$ cat src/rtl/scan_pacer_pkg.sv
package scan_pacer_pkg;
  typedef enum logic {
    ST_IDLE = 1'b0,
    ST_RUN  = 1'b1
  } seq_state_e;
endpackage

$ cat src/rtl/scan_cfg_clamp.sv
module scan_cfg_clamp #(
  parameter int MAX_CH  = 16,
  parameter int CH_W    = 5,
  parameter int GAP_W   = 8,
  parameter int MIN_GAP = 18
) (
  input  logic [CH_W-1:0]  num_ch_i,
  input  logic [GAP_W-1:0] conv_gap_i,
  output logic [CH_W-1:0]  ch_o,
  output logic [GAP_W-1:0] gap_o
);
  always_comb begin
    if (num_ch_i == '0)                  ch_o = CH_W'(1);
    else if (num_ch_i > CH_W'(MAX_CH))   ch_o = CH_W'(MAX_CH);
    else                                 ch_o = num_ch_i;
  end

  // interval floor keeps advance pulses of neighbouring converts apart
  assign gap_o = (conv_gap_i < GAP_W'(MIN_GAP)) ? GAP_W'(MIN_GAP) : conv_gap_i;
endmodule

$ cat src/rtl/scan_seq.sv
module scan_seq
  import scan_pacer_pkg::*;
#(
  parameter int CH_W  = 5,
  parameter int GAP_W = 8
) (
  input  logic             clk_i,
  input  logic             rst_ni,
  input  logic             trig_i,
  input  logic             gate_act_i,
  input  logic [CH_W-1:0]  ch_i,
  input  logic [GAP_W-1:0] gap_i,
  output logic             conv_o,
  output logic             start_o,
  output logic             hold_o,
  output logic             end_o,
  output logic             busy_o,
  output logic             overrun_o
);
  seq_state_e       state_q;
  logic [CH_W-1:0]  ch_left_q;
  logic [GAP_W-1:0] gap_cnt_q;
  logic [GAP_W-1:0] gap_q;

  assign busy_o = (state_q == ST_RUN);

  always_ff @(posedge clk_i or negedge rst_ni) begin
    if (!rst_ni) begin
      state_q   <= ST_IDLE;
      ch_left_q <= '0;
      gap_cnt_q <= '0;
      gap_q     <= '0;
      conv_o    <= 1'b0;
      start_o   <= 1'b0;
      hold_o    <= 1'b0;
      end_o     <= 1'b0;
      overrun_o <= 1'b0;
    end else begin
      conv_o  <= 1'b0;
      start_o <= 1'b0;
      end_o   <= 1'b0;
      unique case (state_q)
        ST_IDLE: begin
          // gate is sampled only here, so a running scan always completes
          if (trig_i && !gate_act_i) begin
            state_q   <= ST_RUN;
            conv_o    <= 1'b1;
            start_o   <= 1'b1;
            hold_o    <= (ch_i != CH_W'(1));
            ch_left_q <= ch_i - CH_W'(1);
            gap_q     <= gap_i;
            gap_cnt_q <= gap_i - GAP_W'(1);
          end
        end
        ST_RUN: begin
          if (trig_i) overrun_o <= 1'b1;
          if (gap_cnt_q != '0) begin
            gap_cnt_q <= gap_cnt_q - GAP_W'(1);
          end else if (ch_left_q != '0) begin
            conv_o    <= 1'b1;
            ch_left_q <= ch_left_q - CH_W'(1);
            gap_cnt_q <= gap_q - GAP_W'(1);
            if (ch_left_q == CH_W'(1)) hold_o <= 1'b0;
          end else begin
            state_q <= ST_IDLE;
            end_o   <= 1'b1;
          end
        end
        default: state_q <= ST_IDLE;
      endcase
    end
  end

  a_r2_start_with_conv: assert property (@(posedge clk_i) disable iff (!rst_ni)
    start_o |-> (conv_o && busy_o));
  a_r3_conv_only_busy: assert property (@(posedge clk_i) disable iff (!rst_ni)
    conv_o |-> busy_o);
  a_r3_conv_single: assert property (@(posedge clk_i) disable iff (!rst_ni)
    conv_o |=> !conv_o);
  a_r5_hold_release: assert property (@(posedge clk_i) disable iff (!rst_ni)
    $fell(hold_o) |-> (conv_o && ch_left_q == '0));
  a_r6_end_idle: assert property (@(posedge clk_i) disable iff (!rst_ni)
    end_o |-> (!busy_o && !hold_o && !conv_o));
  a_r8_gate_blocks: assert property (@(posedge clk_i) disable iff (!rst_ni)
    (!busy_o && gate_act_i) |=> !start_o);
  a_r11_overrun_sticky: assert property (@(posedge clk_i) disable iff (!rst_ni)
    overrun_o |=> overrun_o);
endmodule

$ cat src/rtl/mux_adv_gen.sv
module mux_adv_gen #(
  parameter int ADV_DLY = 2,
  parameter int ADV_WID = 16
) (
  input  logic clk_i,
  input  logic rst_ni,
  input  logic conv_i,
  output logic adv_o
);
  localparam int CNT_W = $clog2(ADV_WID + 1);

  logic             load;
  logic [CNT_W-1:0] cnt_q;

  generate
    if (ADV_DLY <= 1) begin : g_no_pipe
      assign load = conv_i;
    end else begin : g_pipe
      logic [ADV_DLY-2:0] pipe_q;
      always_ff @(posedge clk_i or negedge rst_ni) begin
        if (!rst_ni) pipe_q <= '0;
        else         pipe_q <= {pipe_q, conv_i};
      end
      assign load = pipe_q[ADV_DLY-2];
    end
  endgenerate

  always_ff @(posedge clk_i or negedge rst_ni) begin
    if (!rst_ni)           cnt_q <= '0;
    else if (load)         cnt_q <= CNT_W'(ADV_WID);
    else if (cnt_q != '0)  cnt_q <= cnt_q - CNT_W'(1);
  end

  assign adv_o = (cnt_q != '0);

  a_r7_no_overlap: assert property (@(posedge clk_i) disable iff (!rst_ni)
    load |-> (cnt_q == '0));
  a_r7_rise_after_pipe: assert property (@(posedge clk_i) disable iff (!rst_ni)
    $rose(adv_o) |-> $past(load));
endmodule

$ cat src/rtl/scan_pacer.sv
module scan_pacer #(
  parameter int MAX_CH  = 16,
  parameter int GAP_W   = 8,
  parameter int ADV_DLY = 2,
  parameter int ADV_WID = 16,
  localparam int CH_W    = $clog2(MAX_CH + 1),
  localparam int MIN_GAP = ADV_DLY + ADV_WID
) (
  input  logic             clk_i,
  input  logic             rst_ni,
  input  logic             scan_tick_i,
  input  logic             start_req_i,
  input  logic [CH_W-1:0]  num_ch_i,
  input  logic [GAP_W-1:0] conv_gap_i,
  input  logic             gate_i,
  input  logic             gate_act_low_i,
  output logic             conv_o,
  output logic             scan_start_o,
  output logic             hold_o,
  output logic             scan_end_o,
  output logic             mux_adv_o,
  output logic             busy_o,
  output logic             overrun_o
);
  logic [CH_W-1:0]  ch_eff;
  logic [GAP_W-1:0] gap_eff;
  logic             gate_act;
  logic             trig;

  assign gate_act = gate_i ^ gate_act_low_i;
  assign trig     = scan_tick_i | start_req_i;

  scan_cfg_clamp #(
    .MAX_CH (MAX_CH),
    .CH_W   (CH_W),
    .GAP_W  (GAP_W),
    .MIN_GAP(MIN_GAP)
  ) i_clamp (
    .num_ch_i  (num_ch_i),
    .conv_gap_i(conv_gap_i),
    .ch_o      (ch_eff),
    .gap_o     (gap_eff)
  );

  scan_seq #(
    .CH_W (CH_W),
    .GAP_W(GAP_W)
  ) i_seq (
    .clk_i     (clk_i),
    .rst_ni    (rst_ni),
    .trig_i    (trig),
    .gate_act_i(gate_act),
    .ch_i      (ch_eff),
    .gap_i     (gap_eff),
    .conv_o    (conv_o),
    .start_o   (scan_start_o),
    .hold_o    (hold_o),
    .end_o     (scan_end_o),
    .busy_o    (busy_o),
    .overrun_o (overrun_o)
  );

  mux_adv_gen #(
    .ADV_DLY(ADV_DLY),
    .ADV_WID(ADV_WID)
  ) i_adv (
    .clk_i (clk_i),
    .rst_ni(rst_ni),
    .conv_i(conv_o),
    .adv_o (mux_adv_o)
  );

  a_r1_idle_outputs: assert property (@(posedge clk_i) disable iff (!rst_ni)
    !busy_o |-> !hold_o);
  a_r10_polarity_block: assert property (@(posedge clk_i) disable iff (!rst_ni)
    (!busy_o && (gate_i != gate_act_low_i)) |=> !scan_start_o);
endmodule

$ cat config.mk
export PLATFORM = sky130hd
export DESIGN_NAME = scan_pacer
export DESIGN_NICKNAME = d
export VERILOG_FILES = /design/src/rtl/scan_pacer_pkg.sv /design/src/rtl/scan_cfg_clamp.sv /design/src/rtl/scan_seq.sv /design/src/rtl/mux_adv_gen.sv /design/src/rtl/scan_pacer.sv
export SDC_FILE = /design/constraint.sdc
export NUM_CORES = 1
export LEC_CHECK = 0
export BUFFER_PORTS_ARGS = -buffer_cell sky130_fd_sc_hd__buf_2
export CAP_MARGIN = 30
export CORE_MARGIN = 5
export CORE_UTILIZATION = 50
export DETAILED_ROUTE_END_ITERATION = 7
export PLACE_DENSITY = 0.71
export SKIP_LAST_GASP = 1
export SYNTH_ARGS = -nofsm -noshare
export SYNTH_HDL_FRONTEND = slang
export SYNTH_SLANG_ARGS = --single-unit
$ cat constraint.sdc
create_clock -name clk_i -period 2.5 [get_ports clk_i]
set_clock_uncertainty 0.05 [all_clocks]
set_input_delay 0.5 -clock clk_i [delete_from_list [all_inputs] [get_ports clk_i]]
set_output_delay 0.5 -clock clk_i [all_outputs]
set_load 0.02 [all_outputs]
==> reports/metrics.cfg, run 1 <==
[power_and_ir_drop]
vdd_ir_drop_max_mv=0.4121
power_dens_cells_nw_per_um2=864.3
power.leakage_nw=1.023

[timing]
worst_pin_slew_ps=711.2
setup_repair_after_global_routing_missed_its_margin=false
final.hold.worst_slack_ps=205.3
final-max-slew-violation-count=0
timing.setup.tns_ps=0
final-hold-violation-count=0
max_freq_ghz=0.4484
worst_slew_margin_rel_pct=52.59
final_period_minus_worst_setup_slack_ps=2230
final_min_period_over_clock_period_pct=89.21
final_setup_violation_count=0

[clock_tree]
buffers_from_clock_root_to_sink_at_most=2
clock_sinks=33
post_cts.repair.setup_buffers=0
ctsResizeCount=0
cts_inserted_buffers=5
cts.reportedPaths.clkPinSlew_ps=70
root_buffer=clkbuf_8
cts_htree_levels=2
clk-insertion-delay-late_ps=290
tritoncts=yes
post_cts_hold_fix_bufs=0

[route]
drc=0
viasPerCell=5.377
drt_first_iter_violations=82
ant_nets=0
drt-wirelength-per-cell_um=13.92
drt_first_pass_iters=4
detail_route.wirelength_um=4066
detailroute.via_count=1570

[hold_path]
min_delay_worst_type=input port to asynchronous set/reset pin

[synthesis]
synth.yosys.warnings=0
ranking_of_synthesized_cells_by_area=dfrtp_1, ha_1, nand2_1
synth.net_count=234
postSynthCellCount=207
most_frequent_cells_after_synthesis=dfrtp_1, nand2_1, nor2_1
postSynth.asyncResetShare_pct=100.0
post_synthesis_average_cell_area_um2=9.109
yosysTopAreaCell=dfrtp_1
ff_latch_count_synth=33
synth_cell_types=47
synth_top_area_share_pct=43.80
synth_ff_type=dfrtp_1
yosysMostFrequentCell=dfrtp_1
mapped_area_um2=1886
edff_count_synth=0
synth.yosys.seq_area_share_pct=43.80

[finish]
area_growth_syn_to_layout_pct=17.12
antenna-diode-count=0
share_of_layout_cells_above_drive_strength_1_pct=22.95
fin_nets=270

[place]
hpwl_um=3129
io_buffers=25
gp_congestion=0.8497

[floorplan]
io_pins=26
placementRows=22
die_width_um=71.41
die-area_um2=5099
die_h_um=71.41
coreArea_um2=3661
initial_core_util_pct=51.50

[global_routing]
grt.total_usage_pct=16.95
number_of_global_route_vias_before_repair=1504
grt_antenna_before_repair=0
maximum_number_of_pins_on_one_net_before_global_route_repair=34
grt_pass1_wl_um=6879
remaining_global_route_overflow=0

[critical_path]
start_kind=flip-flop
arrival_ps=2390
worst-path-max-fanout=4
setup.worst_path.end_class=flip-flop
worstRegToRegCells=8
required_ps=2660
setup.worst_path.class=flip-flop to flip-flop

[run]
drv_cap=0

[run_status]
status=complete, no violations

## stage by stage
step	worst slack [ps]	area, um2	power (mW)	std cells	util (%)
after floorplan	385.2	1886	1.325	207	-
after global placement	244.0	2122	1.512	284	57.96
after detailed placement	225.4	2122	1.530	284	57.96
after CTS	272.5	2208	1.928	292	60.32
after global routing	76.77	2208	2.067	292	60.32
final	269.7	2208	1.909	292	60.32
## report_power, final
part / switching [mW] / leakage [nW] / internal (mW) / total (mW)
clock network: 0.199 / 0.0439 / 0.192 / 0.391
logic: 0.367 / 0.580 / 0.321 / 0.688
registers: 0.157 / 0.398 / 0.674 / 0.830
total: 0.722 / 1.02 / 1.19 / 1.91
## critical path: stages, from the launching register on
cell and delay (ps):
dfrtp_1 430, nor4_4 410, a41oi_1 210, a22oi_2 300
inv_1 70, ha_1 230, nor4b_1 160, xor2_1 150
a21oi_1 150
## state kept, by name (all words and copies together), names as in the netlist
register / count
i_adv.cnt_q: 5
i_adv.g_pipe.pipe_q: 1
i_seq.busy_o: 1
i_seq.ch_left_q: 5
i_seq.conv_o: 1
i_seq.end_o: 1
i_seq.gap_cnt_q: 8
i_seq.gap_q: 8
i_seq.hold_o: 1
i_seq.overrun_o: 1
i_seq.start_o: 1
## logic make-up (layout without fill, tap and decap cells)
family                     Yosys count  after routing  share of synthesized area (%)
buffers and inverters               20             57                          4.247
DFF                                 33             33                          43.80
and+or+nand+nor                     80             80                          21.50
xor gates and xnor gates             9              9                          4.181
muxes                                4              4                          2.190
AOI/OAI and AO/OA                   53             53                          18.78
adders and majority gates            8              8                          5.309
## cell usage in the layout, fill, tap and decap left out, drive strengths merged, types with 2 or more instances in the layout
| cell | instances |
|---|---|
| buf | 36 |
| dfrtp | 33 |
| nor2 | 26 |
| nand2 | 26 |
| a21oi | 17 |
| inv | 13 |
| o21ai | 12 |
| ha | 8 |
| nor3 | 8 |
| xnor2 | 7 |
| clkbuf | 5 |
| nand3 | 4 |
| nor4 | 4 |
| a311oi | 3 |
| nor4b | 3 |
| a31oi | 3 |
| mux2i | 3 |
| a41oi | 2 |
| o21bai | 2 |
| nand2b | 2 |
| xor2 | 2 |
| o22ai | 2 |
| clkinv | 2 |
## layer usage
metal / GRT usage (%) / up-vias / routed length [um]
li1: - / 803 / -
met4: 6.889 / 0 / 41
met1: 23.51 / 726 / 1935
met3: 4.067 / 4 / 254
met2: 25.41 / 37 / 1835
met5: 0 / - / 0
## path summary, 6_finish.rpt
kind / slack [ps] / end / from
worst max-delay path: 270 / i_seq.gap_cnt_q[6] / i_seq.gap_cnt_q[2]
worst min-delay path: 210 / i_adv.g_pipe.pipe_q / rst_ni
worst max register to register: 270 / i_seq.gap_cnt_q[6] / i_seq.gap_cnt_q[2]
worst min register to register: 330 / i_adv.g_pipe.pipe_q / i_seq.conv_o
max in group asynchronous: 1730 / i_seq.gap_cnt_q[3] / rst_ni
min in group clk_i: 330 / i_adv.g_pipe.pipe_q / i_seq.conv_o
## final cells by class
cell class / instances / area (um2)
repair buffers: 36 / 207.7
inverters: 13 / 48.80
fillers: 330 / 1453
clock inverters: 3 / 17.52
clock buffers: 5 / 68.82
flip-flops and latches: 33 / 825.8
multi-input cells: 154 / 979.7
well taps: 48 / 60.06
No activity file was read; power rests on OpenSTA's default activity.
==> run 2: changes to the inputs <==
- clock period: 2.5 -> 2.3 ns (I/O delays scaled with it)
==> run 2 against run 1 <==
Compared with the run above:
- global-route usage rose by 1.5 points
- cell area rose by 1.6%
- combinational power grew 15%
- largest cell class unchanged
- maximum frequency up 2.1%
- critical path depth stayed put
- count of clock-buffer cells in the layout is 2 higher
==> reports/metrics.cfg, run 2 (synthesis results as in run 1) <==
[run_status]
status=complete, no violations  ; unchanged

[critical_path]
start_kind=flip-flop  ; unchanged
arrival_ps=2350  ; was 2390 ps
setup.worst_path.end_class=flip-flop  ; unchanged
required_ps=2460  ; was 2660 ps
regToRegStartpoint=i_seq.gap_cnt_q[2]  ; unchanged
setup.worst_path.class=flip-flop to flip-flop  ; unchanged
worst-path-max-fanout=4  ; unchanged
regToRegEndpoint=i_seq.gap_cnt_q[6]  ; unchanged
worstRegToRegCells=8  ; unchanged
r2r_setup_slack_ps=120  ; was 270 ps

[timing]
final-max-slew-violation-count=0  ; unchanged
worst_pin_slew_ps=748.1  ; was 711.2 ps
worst_slew_margin_rel_pct=50.13  ; was 52.59%
max_freq_ghz=0.4577  ; was 0.4484 GHz
setup_repair_after_global_routing_missed_its_margin=false  ; unchanged
final_period_minus_worst_setup_slack_ps=2185  ; was 2230 ps
final-hold-violation-count=0  ; unchanged
setup_ws_ps=115.2  ; was 269.7 ps
final_setup_violation_count=0  ; unchanged
timing.setup.tns_ps=0  ; unchanged
final_min_period_over_clock_period_pct=94.99  ; was 89.21%
final.hold.worst_slack_ps=190.3  ; was 205.3 ps

[route]
drt_first_pass_iters=4  ; unchanged
drt-wirelength-per-cell_um=14.66  ; was 13.92 um
ant_nets=0  ; unchanged
drt_first_iter_violations=107  ; was 82
detailroute.via_count=1629  ; was 1570
viasPerCell=5.541  ; was 5.377
drc=0  ; unchanged
detail_route.wirelength_um=4309  ; was 4066 um

[place]
gp_congestion=0.9375  ; was 0.8497
dp_slack_ps=62.89  ; was 225.4 ps
dpl_cell_area_um2=2145  ; was 2122 um2
dp_cells=287  ; was 284
io_buffers=25  ; unchanged
hpwl_um=3181  ; was 3129 um

[global_routing]
grt.total_usage_pct=18.47  ; was 16.95%
grt_antenna_before_repair=0  ; unchanged
grt_pass1_wl_um=7445  ; was 6879 um
remaining_global_route_overflow=0  ; unchanged
maximum_number_of_pins_on_one_net_before_global_route_repair=34  ; unchanged
number_of_global_route_vias_before_repair=1625  ; was 1504

[power_and_ir_drop]
power.leakage_nw=1.037  ; was 1.023 nW
vdd_ir_drop_max_mv=0.5532  ; was 0.4121 mV
total_power_mw=2.149  ; was 1.909 mW
power_dens_cells_nw_per_um2=958.1  ; was 864.3 nW/um2

[floorplan]
die_h_um=71.41  ; unchanged
io_pins=26  ; unchanged
initial_core_util_pct=51.50  ; unchanged
coreArea_um2=3661  ; unchanged
die_width_um=71.41  ; unchanged
die-area_um2=5099  ; unchanged
placementRows=22  ; unchanged

[finish]
share_of_layout_cells_above_drive_strength_1_pct=23.98  ; was 22.95%
top_regs=i_seq.gap_cnt_q (8), i_seq.gap_q (8)  ; unchanged
most_common_cell_after_layout_fill_and_taps_aside=dfrtp_1  ; unchanged
num-fill-cells=322  ; was 330
top_library_cells_by_usage_in_the_layout_fill_and_taps_aside=dfrtp_1, nor2_1, nand2_1  ; unchanged
fin_util_pct=61.28  ; was 60.32%
number_of_non_filler_instances_in_the_completed_layout=294  ; was 292
area_growth_syn_to_layout_pct=18.98  ; was 17.12%
fin_nets=273  ; was 270
fin_area_um2=2243  ; was 2208 um2
antenna-diode-count=0  ; unchanged

[hold_path]
min_delay_worst_type=input port to asynchronous set/reset pin  ; unchanged

[run]
drv_cap=0  ; unchanged

[clock_tree]
clk-insertion-delay-late_ps=280  ; was 290 ps
post_cts.repair.setup_buffers=0  ; unchanged
cts_htree_levels=2  ; unchanged
cts_inserted_buffers=5  ; unchanged
tritoncts=yes  ; unchanged
cts.reportedPaths.clkPinSlew_ps=70  ; about the same
buffers_from_clock_root_to_sink_at_most=2  ; unchanged
root_buffer=clkbuf_8  ; unchanged
clock_sinks=33  ; unchanged

[run 2: changes by cell type in the layout (fill, tap and decap cells not counted), sizes merged]
| cell | change |
|---|---|
| clkinv | -2 |
| clkinvlp | -1 |
| buf | +3 |
| clkbuf | +2 |
[run 2: what timing repair did]
action                                  4_1_cts  5_1_grt
hold buffers                                  0        0
gates resized for setup                       0        2
endpoints found under the setup margin        0        2
[run 2: worst max path at each step]
stage                       start                 end  slack [ps]  cells past startpoint
3_3_place_gp        conv_gap_i[7]  i_seq.gap_cnt_q[6]         110                      7
5_1_grt        i_seq.gap_cnt_q[2]  i_seq.gap_cnt_q[6]           3                      8
6_report       i_seq.gap_cnt_q[2]  i_seq.gap_cnt_q[6]         120                      8
2_1_floorplan  i_seq.gap_cnt_q[0]  i_seq.gap_cnt_q[6]         190                      8
3_5_place_dp        conv_gap_i[7]  i_seq.gap_cnt_q[6]          60                      7
4_1_cts        i_seq.gap_cnt_q[2]  i_seq.gap_cnt_q[6]         120                      8
[run 2: critical path, stage by stage (launching register included)]
cell	delay [ps]
dfrtp_1	440
nor4_4	410
a41oi_1	200
a22oi_2	240
inv_1	60
ha_1	230
nor4b_2	170
xor2_1	160
a21oi_1	150
[run 2: routing by layer]
metal | track usage (%) | vias to the layer above | part of all wire [%]
met5 | 0 | - | 0
met4 | 6.472 | 0 | 1.3
met3 | 4.488 | 6 | 5.6
met2 | 28.16 | 37 | 46
met1 | 25.65 | 773 | 47
li1 | - | 813 | -
[run 2: where the power goes]
group	total (mW)	switching [mW]	internal, mW
combinational	0.793	0.418	0.375
sequential	0.916	0.183	0.732
clock	0.441	0.203	0.237
total	2.15	0.805	1.34
[run 2: final cells by class]
cell class | count | area [um2] | area share (%)
Tap cell | 48 | 60.06 | 2.677
Multi-Input combinational cell | 154 | 992.2 | 44.23
Inverter | 13 | 48.80 | 2.175
Sequential cell | 33 | 825.8 | 36.81
Clock buffer | 7 | 86.33 | 3.848
Timing Repair Buffer | 39 | 230.2 | 10.26
